==> config.mk <==
export PLATFORM = sky130hd
export DESIGN_NAME = spi_data_buffers
export DESIGN_NICKNAME = d
export VERILOG_FILES = /design/src/rtl/spi_buf_pkg.sv /design/src/rtl/spi_buf_decode.sv /design/src/rtl/spi_buf_tx.sv /design/src/rtl/spi_buf_rx.sv /design/src/rtl/spi_buf_kick.sv /design/src/rtl/spi_data_buffers.sv
export SDC_FILE = /design/constraint.sdc
export NUM_CORES = 1
export LEC_CHECK = 0
export ABC_AREA = 1
export BUFFER_PORTS_ARGS = -buffer_cell sky130_fd_sc_hd__buf_2
export CORE_UTILIZATION = 35
export CTS_CLUSTER_DIAMETER = 200
export DETAILED_ROUTE_END_ITERATION = 7
export PLACE_DENSITY_LB_ADDON = 0.2
export SYNTH_ARGS = -nofsm -noshare
export SYNTH_HDL_FRONTEND = slang
export SYNTH_SLANG_ARGS = --single-unit
==> constraint.sdc <==
create_clock -name clk -period 1.1 [get_ports clk]
set_input_delay 0.055 -clock clk [delete_from_list [all_inputs] [get_ports clk]]
set_output_delay 0.055 -clock clk [all_outputs]
set_load 0.03 [all_outputs]
==> src/rtl/spi_buf_pkg.sv <==
package spi_buf_pkg;

  typedef enum logic [1:0] {
    SEL_TX     = 2'd0,
    SEL_RX     = 2'd1,
    SEL_MIRROR = 2'd2,
    SEL_NONE   = 2'd3
  } buf_sel_e;

  localparam logic [1:0] KICK_ON_READ = 2'b00;

  typedef struct packed {
    logic tx_write;
    logic rx_pop;
    logic rx_peek;
    logic any_read;
  } host_op_t;

endpackage

==> src/rtl/spi_buf_decode.sv <==
module spi_buf_decode
  import spi_buf_pkg::*;
(
  input  logic       wr,
  input  logic       rd,
  input  logic [1:0] addr,
  output host_op_t   ops
);

  buf_sel_e sel;

  always_comb begin
    sel          = buf_sel_e'(addr);
    ops.tx_write = wr && (sel == SEL_TX);
    ops.rx_pop   = rd && (sel == SEL_RX);
    ops.rx_peek  = rd && (sel == SEL_MIRROR);
    ops.any_read = rd;
  end

endmodule

==> src/rtl/spi_buf_tx.sv <==
module spi_buf_tx #(
  parameter int DATA_W = 32
) (
  input  logic              clk,
  input  logic              rst_n,
  input  logic              load,
  input  logic [DATA_W-1:0] load_data,
  output logic [DATA_W-1:0] word_q
);

  always_ff @(posedge clk or negedge rst_n) begin
    if (!rst_n)    word_q <= '0;
    else if (load) word_q <= load_data;
  end

endmodule

==> src/rtl/spi_buf_rx.sv <==
module spi_buf_rx #(
  parameter int DATA_W = 32
) (
  input  logic              clk,
  input  logic              rst_n,
  input  logic              capture,
  input  logic [DATA_W-1:0] capture_data,
  input  logic              pop,
  output logic [DATA_W-1:0] word_q,
  output logic              full_q
);

  // Data word carries no reset: its contents before the first capture are undefined.
  always_ff @(posedge clk) begin
    if (capture) word_q <= capture_data;
  end

  // Capture outranks pop, so a same-cycle overlap leaves the flag set.
  always_ff @(posedge clk or negedge rst_n) begin
    if (!rst_n)       full_q <= 1'b0;
    else if (capture) full_q <= 1'b1;
    else if (pop)     full_q <= 1'b0;
  end

endmodule

==> src/rtl/spi_buf_kick.sv <==
module spi_buf_kick
  import spi_buf_pkg::*;
(
  input  logic       clk,
  input  logic       rst_n,
  input  logic       pop,
  input  logic [1:0] mode,
  input  logic       busy,
  output logic       start_q
);

  logic want;

  always_comb want = pop && (mode == KICK_ON_READ) && !busy;

  always_ff @(posedge clk or negedge rst_n) begin
    if (!rst_n) start_q <= 1'b0;
    else        start_q <= want;
  end

endmodule

==> src/rtl/spi_data_buffers.sv <==
module spi_data_buffers
  import spi_buf_pkg::*;
#(
  parameter int DATA_W = 32
) (
  input  logic              clk,
  input  logic              rst_n,
  input  logic [1:0]        xfer_mode,
  input  logic              host_wr,
  input  logic              host_rd,
  input  logic [1:0]        host_addr,
  input  logic [DATA_W-1:0] host_wdata,
  output logic [DATA_W-1:0] host_rdata,
  output logic              host_rvalid,
  output logic              rx_full,
  input  logic              eng_busy,
  output logic              eng_start,
  output logic [DATA_W-1:0] eng_tx_data,
  input  logic              eng_done,
  input  logic [DATA_W-1:0] eng_rx_data
);

  host_op_t          ops;
  logic [DATA_W-1:0] tx_word;
  logic [DATA_W-1:0] rx_word;
  logic [DATA_W-1:0] rd_sel;

  spi_buf_decode u_decode (
    .wr   (host_wr),
    .rd   (host_rd),
    .addr (host_addr),
    .ops  (ops)
  );

  spi_buf_tx #(.DATA_W(DATA_W)) u_tx (
    .clk       (clk),
    .rst_n     (rst_n),
    .load      (ops.tx_write),
    .load_data (host_wdata),
    .word_q    (tx_word)
  );

  spi_buf_rx #(.DATA_W(DATA_W)) u_rx (
    .clk          (clk),
    .rst_n        (rst_n),
    .capture      (eng_done),
    .capture_data (eng_rx_data),
    .pop          (ops.rx_pop),
    .word_q       (rx_word),
    .full_q       (rx_full)
  );

  spi_buf_kick u_kick (
    .clk     (clk),
    .rst_n   (rst_n),
    .pop     (ops.rx_pop),
    .mode    (xfer_mode),
    .busy    (eng_busy),
    .start_q (eng_start)
  );

  // Main and mirror share one source, so they can never disagree.
  always_comb begin
    unique case (buf_sel_e'(host_addr))
      SEL_TX:     rd_sel = tx_word;
      SEL_RX,
      SEL_MIRROR: rd_sel = rx_word;
      default:    rd_sel = '0;
    endcase
  end

  always_ff @(posedge clk or negedge rst_n) begin
    if (!rst_n) host_rvalid <= 1'b0;
    else        host_rvalid <= ops.any_read;
  end

  always_ff @(posedge clk) begin
    if (ops.any_read) host_rdata <= rd_sel;
  end

  assign eng_tx_data = tx_word;

endmodule

==> results.md <==
* Slew Limit Fails at 0
* P per Cell Area at between 1500 and 2000 nW/µm²
* Number of hold violations in the final report at 0
* Worst Hold Depth at 2
* Clock Path Buffers at 2
* Max Clk Rate at roughly 980 MHz
* R2R setup slack at between 200 and 300 ps
* Placed cells at ~600
* CTS Buf Count at 9
* Vias per cell at between 4 and 5
* DP HPWL at about 6.3 mm
* Die height at between 100 and 150 µm
* R2R cell count at 2
* Sequential share of the synthesized area at 72.6%
* Buffers on Ports at 140
* Area of the multi-input gates at 878 µm²
* Worst skew pair latency at about 350 ps
* Crit path launch type: flop
* Via count at 3,143
* Area grow syn2layout at 47.2%
* Drt pass-1 iters at 4
* Tcrit/Tclk final at between 90% and 100%
* Measured slew at the worst slew-check pin at roughly 280 ps
* DRT iter0 DRCs at 100
* Max FO, Critical Path at 3
* Largest area contributor in the netlist: edfxtp_1
* Critical path endpoint category: output port
* FILL cells at between 900 and 1,000
* Most frequently used cell type in the post-synthesis netlist: nand2_1
* CTS H-tree lvls at 3
* Final setup fails at 0
* R2r endpoint: host_rdata[3]$_DFFE_PP_
* Post-synth top area share at between 40% and 50%
* Die ar. at 11,400 µm²
* CTS tree: built
* Routability cong. at between 0.7 and 0.8
* ANT cells at 0
* FF+latch area at 2800 µm²
* I/O pins at 141
* Gate count after technology mapping at 325
* Distinct cell type count after synthesis at 15
* Largest cells by area after synthesis: edfxtp_1 50%, dfrtp_1 23%, nand2_1 13%
* Post-CTS Setup Repair Bufs at 0
* Synth Flop Type: edfxtp_1
* Std-Cell Rows at 37
* PnR worst setup slack at between 70 and 80 ps
* Global-route wire length before repair at about 16 mm
* Post-route ant nets at 0
* Total GRT Usage at 17.9%
* Critical path depth at 1
* Pin count of the biggest net entering global routing at 38
* Relative max-transition margin at 81.4%
* Final Skew at ~6.6 ps
* Post-route minimum period at ~1000 ps
* Outcome: finished, final reports clean
* Nets at 615
* Routed wire length at slightly below 10 mm
* Hold crit path type: in2reg
* DP Worst Slack at -11.7 ps
* CP top delay family: flip-flops
* Worst Path Required at approximately 1000 ps
* Drt drc at 0
* Area of the core at roughly 11,000 µm²
* Initial core utilization at a little over a third
* Antenna violations before repair at 0
* Clock root cell: clkbuf_8
* Die Width at ~110 µm
* Peak VDD IR at between 800 and 900 µV
* Seq cells post-synth at 99
* Asr flop ratio synth at 35.4%
* Hold Startpoint: host_rd
* Syn_nets at roughly 400
* Crit path buf inv count at 1
* Clock slew at reported path FFs at roughly 90 ps
* Leak pwr at ~0.0026 µW
* Top post-synthesis cells by count: 132 x nand2_1, 64 x edfxtp_1, 35 x dfrtp_1, 33 x nand3_1, 30 x a21oi_1
* RSZ-0062 raised after global routing: false
* Max incr delay on CP at 400 ps
* Syn. warnings at 0
* Sink Count at 99
* Arrival @ worst endpoint at roughly 970 ps
* Max-cap violation count at 0
* Final Instance Count excl. Fillers at 679
* Mean Syn Cell Area at between 10 and 15 µm²
* Routed length per instance at roughly 14 µm
* Ratio of cells with drive above 1 in the final layout at 32.0%
* Critical path type: reg2out
* Critical path, cell by cell: buf_2
* WHS Endpoint: host_rvalid$_DFF_PN0_
* Synthesized cell area at 3850 µm²
* Vias in the first global route at just over 3,000
* Reg2reg start: u_tx.word_q[3]$_DFFE_PN0P_
* EDFF count, synth at 64
* Critical path's slowest cell: dfrtp_1
* Grt ovf at 0
through the flow:
step                      total power [µW]  hold slack [ps]  setup TNS (ps)  instance area (µm²)  util [%]
after floorplan                       5690             -241               0                 3850         -
after global placement                6370             30.2               0                 4780      45.5
after detailed placement              6410             43.3           -29.6                 4780      45.5
after CTS                             9030             50.8               0                 5670      53.9
after global routing                  9370             56.2               0                 5670      53.9
final                                 8910             77.9               0                 5670      53.9
report_power, final:
part           internal [µW]  leakage (µW)  switching, µW  total, µW
clock                   1140      0.000105           1270       2420
sequential              4400       0.00107            207       4610
combinational            698       0.00145           1190       1890
registers in the layout, summed over array words and instances, names as in the netlist:
signal	cells
u_tx.word_q	32
u_rx.full_q	1
u_kick.start_q	1
u_rx.word_q	32
host_rvalid	1
host_rdata	32
per-layer routing:
metal / vias up / GRT usage, % / part of all wire (%)
met2: 114 / 29.4 / 49
met4: 0 / 4.99 / 1.4
li1: 1514 / - / -
met1: 1503 / 23.4 / 44
met5: - / 0 / 0
met3: 12 / 4.38 / 6.3
worst max path at each step:
stage	startpoint	to	slack [ps]
5_1_grt	u_tx.word_q[15]$_DFFE_PN0P_	eng_tx_data[15]	20
3_3_place_gp	host_addr[1]	host_rdata[27]$_DFFE_PP_	4
4_1_cts	u_tx.word_q[17]$_DFFE_PN0P_	eng_tx_data[17]	50
2_1_floorplan	host_addr[0]	host_rdata[21]$_DFFE_PP_	150
6_report	u_tx.word_q[0]$_DFFE_PN0P_	eng_tx_data[0]	80
3_5_place_dp	host_addr[1]	host_rdata[23]$_DFFE_PP_	-10
repair_timing:
item / CTS / global route
gates resized for setup: 0 / 0
hold buffers: 68 / 0
endpoints found under the hold margin: 100 / 0
setup endpoints to repair: 0 / 0
layout by cell type (no fill, tap or decap), drive strengths merged:
cell	synthesis	final
a21oi	32	32
buf	18	154
bufinv	0	1
clkbuf	2	10
clkinv	0	1
clkinvlp	0	1
dfrtp	35	35
dlygate4sd3	0	68
edfxtp	64	64
ha	3	3
inv	4	7
nand2	132	132
nand3	33	33
nor2	1	1
or2	1	1
layout make-up:
type / count / area share [%]
well taps: 136 / 3.00
inverters: 4 / 0.265
multi-input cells: 202 / 15.5
flip-flops and latches: 99 / 49.3
clock inverters: 6 / 1.26
clock buffers: 10 / 2.43
repair buffers: 222 / 28.2
kinds of logic (layout without fill, tap and decap cells):
family / after synthesis / count (layout) / share of synthesized area [%]
compound gates: 32 / 32 / 4.35
buf+inv: 24 / 242 / 4.61
fa+ha+maj: 3 / 3 / 0.975
flops: 99 / 99 / 72.6
simple gates: 167 / 167 / 17.4
Power figures use the tool's default switching activity.
